<file path="src/rtl/spi_stream_pkg.sv">
package spi_stream_pkg;

    typedef enum logic [2:0] {
        ST_IDLE,
        ST_LOAD,
        ST_ACT,
        ST_WAIT,
        ST_FLUSH
    } seq_state_e;

endpackage

</file>
<file path="src/rtl/spi_tx_unpack.sv">
module spi_tx_unpack #(
    parameter int W = 32
) (
    input  logic         clk,
    input  logic         rst_n,
    input  logic         load,
    input  logic [W-1:0] word,
    input  logic         shift,
    output logic         msb,
    output logic         last,
    output logic         empty
);
    localparam int CW = $clog2(W + 1);

    typedef struct packed {
        logic [W-1:0]  sh;
        logic [CW-1:0] cnt;
    } tx_reg_t;

    tx_reg_t d, q;

    always_comb begin
        d = q;
        if (load) begin
            d.sh  = word;
            d.cnt = CW'(W);
        end else if (shift) begin
            d.sh  = q.sh << 1;
            d.cnt = q.cnt - CW'(1);
        end
    end

    always_ff @(posedge clk or negedge rst_n) begin
        if (!rst_n) q <= '0;
        else        q <= d;
    end

    assign msb   = q.sh[W-1];
    assign last  = (q.cnt == CW'(1));
    assign empty = (q.cnt == '0);

    // a bit is only shifted out of a register that still holds one
    p_shift_has_bits_r6: assert property (@(posedge clk) disable iff (!rst_n)
        (shift && !load) |-> !empty);

endmodule

</file>
<file path="src/rtl/spi_rx_pack.sv">
module spi_rx_pack #(
    parameter int W = 32
) (
    input  logic         clk,
    input  logic         rst_n,
    input  logic         sample,
    input  logic         bit_in,
    input  logic         flush,
    input  logic         out_ready,
    output logic         out_valid,
    output logic [W-1:0] out_data,
    output logic         room,
    output logic         out_free,
    output logic         partial
);
    localparam int CW = $clog2(W + 1);

    typedef struct packed {
        logic [W-1:0]  sh;
        logic [CW-1:0] cnt;
        logic [W-1:0]  data;
        logic          valid;
    } rx_reg_t;

    rx_reg_t d, q;
    logic [CW-1:0] pad;
    logic          push;

    assign pad  = CW'(W) - q.cnt;
    assign push = flush || (sample && q.cnt == CW'(W - 1));

    always_comb begin
        d = q;
        if (q.valid && out_ready) d.valid = 1'b0;
        if (sample) begin
            if (q.cnt == CW'(W - 1)) begin
                d.data  = {q.sh[W-2:0], bit_in};
                d.valid = 1'b1;
                d.sh    = '0;
                d.cnt   = '0;
            end else begin
                d.sh  = {q.sh[W-2:0], bit_in};
                d.cnt = q.cnt + CW'(1);
            end
        end else if (flush) begin
            d.data  = q.sh << pad;
            d.valid = 1'b1;
            d.sh    = '0;
            d.cnt   = '0;
        end
    end

    always_ff @(posedge clk or negedge rst_n) begin
        if (!rst_n) q <= '0;
        else        q <= d;
    end

    assign out_valid = q.valid;
    assign out_data  = q.data;
    assign out_free  = !q.valid || out_ready;
    assign room      = (q.cnt != CW'(W - 1)) || out_free;
    assign partial   = (q.cnt != '0);

    // a finished word never overwrites one still waiting
    p_no_overflow_r9: assert property (@(posedge clk) disable iff (!rst_n)
        push |-> (!q.valid || out_ready));

    // an offered word is held until taken
    p_rx_hold_r11: assert property (@(posedge clk) disable iff (!rst_n)
        (q.valid && !out_ready) |=> (q.valid && $stable(q.data)));

endmodule

</file>
<file path="src/rtl/spi_stream_master.sv">
module spi_stream_master #(
    parameter int W     = 32,
    parameter int CNT_W = 32
) (
    input  logic         clk,
    input  logic         rst_n,
    input  logic         cpha,
    input  logic         tx_valid,
    input  logic [W-1:0] tx_data,
    output logic         tx_ready,
    output logic         rx_valid,
    output logic [W-1:0] rx_data,
    input  logic         rx_ready,
    output logic         sclk,
    output logic         mosi,
    input  logic         miso,
    output logic         cs_n,
    output logic         busy
);
    import spi_stream_pkg::*;

    typedef struct packed {
        seq_state_e       state;
        logic [1:0]       ph;
        logic [CNT_W-1:0] left;
    } seq_reg_t;

    seq_reg_t d, q;

    logic tx_load, tx_shift, tx_last, tx_empty;
    logic rx_sample, rx_flush, rx_room, rx_free, rx_partial;

    spi_tx_unpack #(.W(W)) i_tx (
        .clk   (clk),
        .rst_n (rst_n),
        .load  (tx_load),
        .word  (tx_data),
        .shift (tx_shift),
        .msb   (mosi),
        .last  (tx_last),
        .empty (tx_empty)
    );

    spi_rx_pack #(.W(W)) i_rx (
        .clk       (clk),
        .rst_n     (rst_n),
        .sample    (rx_sample),
        .bit_in    (miso),
        .flush     (rx_flush),
        .out_ready (rx_ready),
        .out_valid (rx_valid),
        .out_data  (rx_data),
        .room      (rx_room),
        .out_free  (rx_free),
        .partial   (rx_partial)
    );

    always_comb begin
        d         = q;
        tx_ready  = 1'b0;
        tx_load   = 1'b0;
        tx_shift  = 1'b0;
        rx_sample = 1'b0;
        rx_flush  = 1'b0;
        unique case (q.state)
            ST_IDLE: begin
                tx_ready = 1'b1;
                if (tx_valid) begin
                    d.left  = tx_data[CNT_W-1:0];
                    d.state = ST_LOAD;
                end
            end
            ST_LOAD: begin
                if (q.left == '0) begin
                    d.state = ST_IDLE;
                end else begin
                    tx_ready = 1'b1;
                    if (tx_valid) begin
                        tx_load = 1'b1;
                        d.state = ST_ACT;
                        d.ph    = '0;
                    end
                end
            end
            ST_ACT: begin
                d.ph = q.ph + 2'd1;
                if (q.ph == 2'd2) rx_sample = 1'b1;
                if (q.ph == 2'd3) begin
                    tx_shift = 1'b1;
                    d.left   = q.left - CNT_W'(1);
                    if (q.left == CNT_W'(1)) begin
                        d.state = rx_partial ? ST_FLUSH : ST_IDLE;
                    end else if (rx_room && (!tx_last || tx_valid)) begin
                        tx_ready = tx_last;
                        tx_load  = tx_last;
                    end else begin
                        d.state = ST_WAIT;
                    end
                end
            end
            ST_WAIT: begin
                if (rx_room && (!tx_empty || tx_valid)) begin
                    tx_ready = tx_empty;
                    tx_load  = tx_empty;
                    d.state  = ST_ACT;
                    d.ph     = '0;
                end
            end
            ST_FLUSH: begin
                if (rx_free) begin
                    rx_flush = 1'b1;
                    d.state  = ST_IDLE;
                end
            end
            default: d.state = ST_IDLE;
        endcase
    end

    always_ff @(posedge clk or negedge rst_n) begin
        if (!rst_n) begin
            q.state <= ST_IDLE;
            q.ph    <= '0;
            q.left  <= '0;
        end else begin
            q <= d;
        end
    end

    assign cs_n = !(q.state == ST_ACT || q.state == ST_WAIT || q.state == ST_FLUSH);
    assign sclk = (q.state == ST_ACT) && (q.ph[1] ^ cpha);
    assign busy = (q.state != ST_IDLE);

    // the serial clock is idle whenever chip select is inactive
    p_sclk_idle_r2: assert property (@(posedge clk) disable iff (!rst_n)
        cs_n |-> !sclk);

    // chip select has been high for two cycles before it falls
    p_cs_gap_r3: assert property (@(posedge clk) disable iff (!rst_n)
        $fell(cs_n) |-> ($past(cs_n) && $past(cs_n, 2)));

    // mosi holds for the rest of a bit once launched
    p_mosi_hold_r4: assert property (@(posedge clk) disable iff (!rst_n)
        (q.state == ST_ACT && q.ph != 2'd0) |-> $stable(mosi));

    // busy covers every cycle with chip select active
    p_busy_cs_r10: assert property (@(posedge clk) disable iff (!rst_n)
        !cs_n |-> busy);

    // input rule: phase is static during a transfer
    p_phase_static: assert property (@(posedge clk) disable iff (!rst_n)
        (busy && $past(busy)) |-> $stable(cpha));

endmodule

</file>
<file path="config.mk">
export PLATFORM = sky130hd
export DESIGN_NAME = spi_stream_master
export DESIGN_NICKNAME = d
export VERILOG_FILES = /design/src/rtl/spi_stream_pkg.sv /design/src/rtl/spi_tx_unpack.sv /design/src/rtl/spi_rx_pack.sv /design/src/rtl/spi_stream_master.sv
export SDC_FILE = /design/constraint.sdc
export NUM_CORES = 1
export LEC_CHECK = 0
export BUFFER_PORTS_ARGS = -buffer_cell sky130_fd_sc_hd__buf_2
export CAP_MARGIN = 15
export CORE_AREA = 2 2 122 124
export DETAILED_ROUTE_END_ITERATION = 12
export DIE_AREA = 0 0 124 126
export PLACE_DENSITY = 0.94
export SLEW_MARGIN = 30
export SYNTH_ARGS = -nofsm -noshare
export SYNTH_HDL_FRONTEND = slang
export SYNTH_SLANG_ARGS = --single-unit
</file>
<file path="constraint.sdc">
create_clock -name clk -period 10.4 [get_ports clk]
set_input_delay 1.56 -clock clk [delete_from_list [all_inputs] [get_ports clk]]
set_output_delay 1.56 -clock clk [all_outputs]
set_load 0.005 [all_outputs]
</file>
==> flow_summary.json, run 1 <==
{
  "groute.usage.overall": 0.321,
  "cts-resized-gates": 0,
  "drv_cap": 0,
  "synthTopCellsByArea": "dfrtp_1, mux2_2, mux2i_1, a21oi_1, o21ai_0",
  "die-area_um2": 15600,
  "rr_worst_depth": 8,
  "numCtsBuffers": 17,
  "p_int_mw": 1.84,
  "hold_start": "q[29]$_DFFE_PN0P_",
  "die_w_um": 124,
  "netlist_instances": 947,
  "cts_max_path_buffers": 2,
  "drt_pre_antenna_iters": 6,
  "ys_types": 61,
  "yosysMostFrequentCell": "dfrtp_1",
  "gp_congestion": 0.973,
  "wl_mm": 24.5,
  "synth_top_area_share": 0.397,
  "preCtsSetupSlack_ps": 6050,
  "yosys.area.top_type": "dfrtp_1",
  "fin_ws_ps": 5770,
  "post_cts_buffers": 0,
  "hold_path.class": "reg2reg",
  "ys_top_cells_by_count": "dfrtp_1, nor2_1, mux2_2",
  "power_density_nw_per_um2": 336,
  "ys_ff_latch": 146,
  "min_period_ps": 4630,
  "portBuffers": 75,
  "num_vias": 8114,
  "required_ps": 8840,
  "relSlewSlack": 0.383,
  "fmax_ghz": 0.216,
  "yosysWarnings": 0,
  "hold_ws_ps": 495,
  "holdBufCountCts": 0,
  "power_mw": 3.37,
  "crit_start": "q[13]$_DFFE_PN0P_",
  "critPathArrivalTime_ps": 3070,
  "fin_skew_ps": 11.1,
  "cts_tree": "built",
  "end_kind": "primary output",
  "start_util": 0.643,
  "grt_max_degree": 79,
  "place_area_um2": 9440,
  "fin_nets": 1004,
  "seq_area_frac_synth": 0.397,
  "rsz0062_at_grt": "false",
  "switching_power_mw": 1.52,
  "pwr-share-seq": 0.296,
  "ys.flop_type": "dfrtp_1",
  "wl_per_cell_um": 21.3,
  "timing.rr.end": "i_rx.out_data[31]$_DFFE_PN0P_",
  "ant_nets": 0,
  "io_pins": 76,
  "fin_cells": 1153,
  "worstSetupEndpoint": "tx_ready",
  "cts-root-buf": "clkbuf_16",
  "fill_cells": 993,
  "swShare": 0.453,
  "postSynth.asyncResetShare": 1.00,
  "clock_sinks": 146,
  "placedCellCount": 1120,
  "hold_viol_final": 0,
  "postSynthAreaPerCell_um2": 9.71,
  "antenna_found_initial": 0,
  "final_util": 0.700,
  "setup_viol": 0,
  "clkLatencyLatePin_ps": 430,
  "criticalPathCategory": "reg2out",
  "synth_area_um2": 9200,
  "synth_edf_count": 0,
  "p_leak_nw": 4.30,
  "path_max_fanout": 6,
  "initialDrtViolationCount": 1092,
  "drc": 0,
  "std_cell_rows": 44,
  "n_antenna_cell": 0,
  "tns_ps": 0,
  "reg2reg_from": "i_rx.q[33]$_DFFE_PN0P_",
  "die_h_um": 126,
  "p_clk_frac": 0.173,
  "r2r_slack_ps": 6220,
  "via_per_inst": 7.04,
  "grt_first_pass_wirelength_mm": 39.4,
  "first_global_vias": 7764,
  "p_comb_frac": 0.531,
  "slew_violations": 0,
  "drive_above_1_share": 0.245,
  "core-area_um2": 14300,
  "finalCritPeriodShare": 0.445,
  "vdd_drop_max_mv": 0.162,
  "area_growth_syn_to_layout_pct": 8.99,
  "tightestPinTransition_ps": 925,
  "postLayoutCellArea_um2": 10000,
  "overflow": 0,
  "h-tree-depth": 4,
  "clk_pin_slew_ps": 60,
  "startpoint_type": "register",
  "synth_nets": 995,
  "status": "complete, no violations",
  "dpl.hpwl_mm": 15.9
}
## per-layer routing
layer	vias to the layer above	routed length [um]	track usage
met5	-	0	0
met4	0	889	0.137
met3	95	2410	0.0765
met2	521	11500	0.486
met1	3966	9780	0.442
li1	3532	-	-
## critical path, cell delays in order, from the launching register on
cell	delay, ps
dfrtp_1	450
or4_1	650
nor4_1	450
and2_1	280
nand3_1	240
a31oi_1	320
nand2_1	100
buf_2	140
## cells by family (layout without fill, tap and decap cells)
group | count (synthesis) | in the layout | share of synthesized area
compound gates | 275 | 275 | 0.200
simple gates | 246 | 246 | 0.128
flops | 146 | 146 | 0.397
mux | 140 | 140 | 0.186
buf+inv | 119 | 141 | 0.0643
xor+xnor | 11 | 11 | 0.0105
fa+ha+maj | 10 | 10 | 0.0136
## sequential cells by signal (all words and copies together), names as in the netlist
signal,flops
i_rx.out_data,32
i_rx.out_valid,1
i_rx.q,38
i_tx.msb,1
i_tx.q,37
q,37
## worst min-delay path by stage
stage                                   end  slack (ps)  cells after the start
3_5_place_dp              q[29]$_DFFE_PN0P_         470                      1
5_1_grt        i_rx.out_data[5]$_DFFE_PN0P_         510                      2
4_1_cts                   q[29]$_DFFE_PN0P_         490                      1
3_3_place_gp   i_rx.out_data[5]$_DFFE_PN0P_         470                      2
2_1_floorplan  i_rx.out_data[5]$_DFFE_PN0P_         450                      2
6_report                  q[29]$_DFFE_PN0P_         490                      1
## cell usage in the layout, fill, tap and decap left out, drive strengths merged, types with 13 or more instances in the layout
cell,synthesis,final
clkbuf,58,20
nor3,29,29
inv,16,19
dfrtp,146,146
o21ai,61,61
a22oi,14,14
nand2,54,54
a22o,34,34
o211ai,13,13
nor2,79,79
mux2i,40,40
mux2,88,88
buf,45,93
nand3,18,18
a21oi,61,61
## power by group through the flow
stage	clock, mW	combinational (mW)	sequential [mW]
after floorplan	0	1.41	0.906
after detailed placement	0	1.72	0.988
after global routing	0.609	1.93	1.02
after CTS	0.585	1.74	0.983
final	0.583	1.79	0.995
after global placement	0	1.65	0.973
## cell type report
| type | count | area (um2) | share of cell area |
|---|---|---|---|
| Tap cell | 184 | 230 | 0.0230 |
| Sequential cell | 146 | 3650 | 0.365 |
| Multi-Input combinational cell | 682 | 4990 | 0.497 |
| Clock buffer | 20 | 447 | 0.0446 |
| Inverter | 16 | 60.1 | 0.00599 |
| Clock inverter | 12 | 108 | 0.0107 |
| Timing Repair Buffer | 93 | 541 | 0.0539 |
No activity file was read; power rests on OpenSTA's default activity.
==> run 2: changes to the inputs <==
--- a/config.mk
+++ b/config.mk
@@ -5,12 +5,13 @@
 export SDC_FILE = /design/constraint.sdc
 export NUM_CORES = 1
 export LEC_CHECK = 0
+export ABC_AREA = 1
 export BUFFER_PORTS_ARGS = -buffer_cell sky130_fd_sc_hd__buf_2
 export CAP_MARGIN = 15
-export CORE_AREA = 2 2 122 124
+export CORE_AREA = 2 2 136 138
 export DETAILED_ROUTE_END_ITERATION = 12
-export DIE_AREA = 0 0 124 126
-export PLACE_DENSITY = 0.94
+export DIE_AREA = 0 0 138 140
+export PLACE_DENSITY = 0.85
 export SLEW_MARGIN = 30
 export SYNTH_ARGS = -nofsm -noshare
 export SYNTH_HDL_FRONTEND = slang
==> constraint.sdc (replaced) <==
create_clock -name clk -period 4.2 [get_ports clk]
set_input_delay 0.63 -clock clk [delete_from_list [all_inputs] [get_ports clk]]
set_output_delay 0.63 -clock clk [all_outputs]
set_load 0.005 [all_outputs]
==> flow_summary.json, run 2 <==
{
  "gp_congestion": 0.983,
  "drc": 0,
  "wl_per_cell_um": 15.5,
  "die_h_um": 140,
  "die_w_um": 138,
  "tns_ps": 0,
  "p_comb_frac": 0.559,
  "most-common-layout-cells": "nand2_1, nand3_1, nor2_1",
  "drive_above_1_share": 0.106,
  "ys_ff_latch": 146,
  "startpoint_type": "register",
  "finalCritPeriodShare": 0.719,
  "postSynth.asyncResetShare": 1.00,
  "ant_nets": 0,
  "grt_max_degree": 102,
  "p_clk_frac": 0.170,
  "dpl.hpwl_mm": 18.0,
  "clk_pin_slew_ps": 70,
  "portBuffers": 75,
  "synthAdderAreaFrac": 0.0130,
  "yosys.area_share.simple": 0.347,
  "synth_top_family_by_area": "simple AND/OR/NAND/NOR gates",
  "io_pins": 76,
  "placedCellCount": 1648,
  "top_register": "i_rx.q",
  "critPathArrivalTime_ps": 2390,
  "die-area_um2": 19300,
  "slew_violations": 0,
  "synth_top_area_share": 0.380,
  "cts_max_path_buffers": 2,
  "p_int_mw": 4.66,
  "p_leak_nw": 5.18,
  "hold_path.class": "in2async",
  "synth_area_um2": 9620,
  "post_cts_buffers": 0,
  "grt_first_pass_wirelength_mm": 43.5,
  "setup_viol": 0,
  "ys_types": 36,
  "area_growth_syn_to_layout_pct": 9.06,
  "vdd_drop_max_mv": 0.533,
  "synth_edf_count": 0,
  "groute.usage.overall": 0.273,
  "wl_mm": 26.0,
  "drv_cap": 0,
  "multi_input_comb_area_um2": 4880,
  "min_period_ps": 3020,
  "layout_commonest_cell": "nand2_1",
  "fin_skew_ps": 9.83,
  "largest_reg_flops": 38,
  "top_regs": "i_rx.q (38), i_tx.q (37), q (37)",
  "ys_top_cells_by_count": "nand2_1, nand3_1, nor2_1",
  "n_antenna_cell": 0,
  "ys.flop_type": "dfrtp_1",
  "synthTopCellsByArea": "dfrtp_1, nand2_1, nand3_1, nor2_1, inv_1",
  "power_density_nw_per_um2": 902,
  "core-area_um2": 17800,
  "fin_nets": 1486,
  "first_global_vias": 8680,
  "cts_tree": "built",
  "register_area_um2": 3650,
  "end_kind": "primary output",
  "postSynthAreaPerCell_um2": 6.74,
  "synth_nets": 1475,
  "final_util": 0.590,
  "netlist_instances": 1427,
  "overflow": 0,
  "fin_cells": 1680,
  "drt_pre_antenna_iters": 5,
  "start_util": 0.541,
  "swShare": 0.507,
  "cts-resized-gates": 0,
  "via_per_inst": 5.61,
  "h-tree-depth": 4,
  "synth_mux_area_frac": 0.00104,
  "hold_viol_final": 0,
  "status": "complete, no violations",
  "fill_cells": 1631,
  "synth_compound_area_frac": 0.129,
  "path_max_fanout": 39,
  "antenna_found_initial": 0,
  "yosysWarnings": 0,
  "pwr-share-seq": 0.271,
  "clock_sinks": 146,
  "fmax_ghz": 0.331,
  "seq_area_frac_synth": 0.380,
  "synth_xor_area_frac": 0.0172,
  "clkLatencyLatePin_ps": 440,
  "numCtsBuffers": 17,
  "required_ps": 3570,
  "num_vias": 9421,
  "initialDrtViolationCount": 1088,
  "hold_ws_ps": 301,
  "switching_power_mw": 4.80,
  "relSlewSlack": 0.452,
  "yosys.area.top_type": "dfrtp_1",
  "cts-root-buf": "clkbuf_16",
  "holdBufCountCts": 0,
  "criticalPathCategory": "reg2out",
  "yosysMostFrequentCell": "nand2_1",
  "std_cell_rows": 49,
  "tightestPinTransition_ps": 822,
  "rsz0062_at_grt": "false"
}
==> run 2: cell types whose count changed after synthesis, sizes merged, moves of 17 or more <==
cell and delta:
inv +123, o22ai +39, nor3 -23, a21oi -17, clkbuf -19, nor2 +77
mux2 -88, a22o -34, buf +18, nand3 +173, o21ai +26, mux2i -39
nand2 +366
==> run 2: kinds of logic (layout without fill, tap and decap cells) <==
kind of cell / count (synthesis) / count (layout)
buf+inv: 241 / 265
flops: 146 / 146
xor+xnor: 18 / 18
simple gates: 795 / 795
compound gates: 216 / 216
fa+ha+maj: 10 / 10
mux: 1 / 1
==> run 2: per-stage QoR <==
step                power [mW]  area [um2]  worst slack (ps)
floorplan                 6.48        9620              2240
global placement          7.62        9870              1360
detailed placement        7.70        9870              1280
CTS                       9.37       10500              1180
global route              10.3       10500               892
finish                    9.46       10500              1180
==> run 2: final timing paths <==
path	startpoint	endpoint	slack [ps]	depth (start not counted)
worst max register to register	i_rx.q[33]$_DFFE_PN0P_	i_tx.q[6]$_DFFE_PN0P_	1220	11
max in group asynchronous	rst_n	q[5]$_DFFE_PN0P_	3050	2
worst min-delay path	rst_n	i_rx.q[65]$_DFFE_PN0P_	300	1
worst max-delay path	i_rx.q[33]$_DFFE_PN0P_	tx_ready	1180	9
worst min register to register	i_tx.msb$_DFFE_PN0P_	i_tx.msb$_DFFE_PN0P_	500	2
min in group clk	tx_data[15]	i_tx.q[21]$_DFFE_PN0P_	430	3
==> run 2: per-layer routing <==
metal | vias up | GRT usage | routed length (um)
li1 | 4639 | - | -
met1 | 4317 | 0.398 | 12000
met2 | 403 | 0.422 | 11600
met3 | 62 | 0.0468 | 1930
met4 | 0 | 0.0768 | 486
met5 | - | 0 | 0
==> run 2: layout make-up <==
class / instances / share of cell area
Timing Repair Buffer: 94 / 0.0502
Clock buffer: 17 / 0.0406
Clock inverter: 15 / 0.0180
Multi-Input combinational cell: 1040 / 0.466
Sequential cell: 146 / 0.349
Tap cell: 229 / 0.0273
Inverter: 139 / 0.0498
==> run 2: worst max-delay path, cell delays in order, from the launching register on <==
cell,delay (ps)
dfrtp_2,740
ha_1,280
nand2_2,70
nor2_2,150
nand3_1,140
o21ai_1,130
inv_2,50
nand3_2,90
nand4_1,130
buf_2,170
==> run 2: power groups by stage <==
stage | clock network, mW | registers [mW] | logic, mW
after floorplan | 0 | 2.38 | 4.10
after global placement | 0 | 2.55 | 5.07
after detailed placement | 0 | 2.56 | 5.14
after CTS | 1.63 | 2.55 | 5.19
after global routing | 1.69 | 2.64 | 5.98
final | 1.61 | 2.56 | 5.28
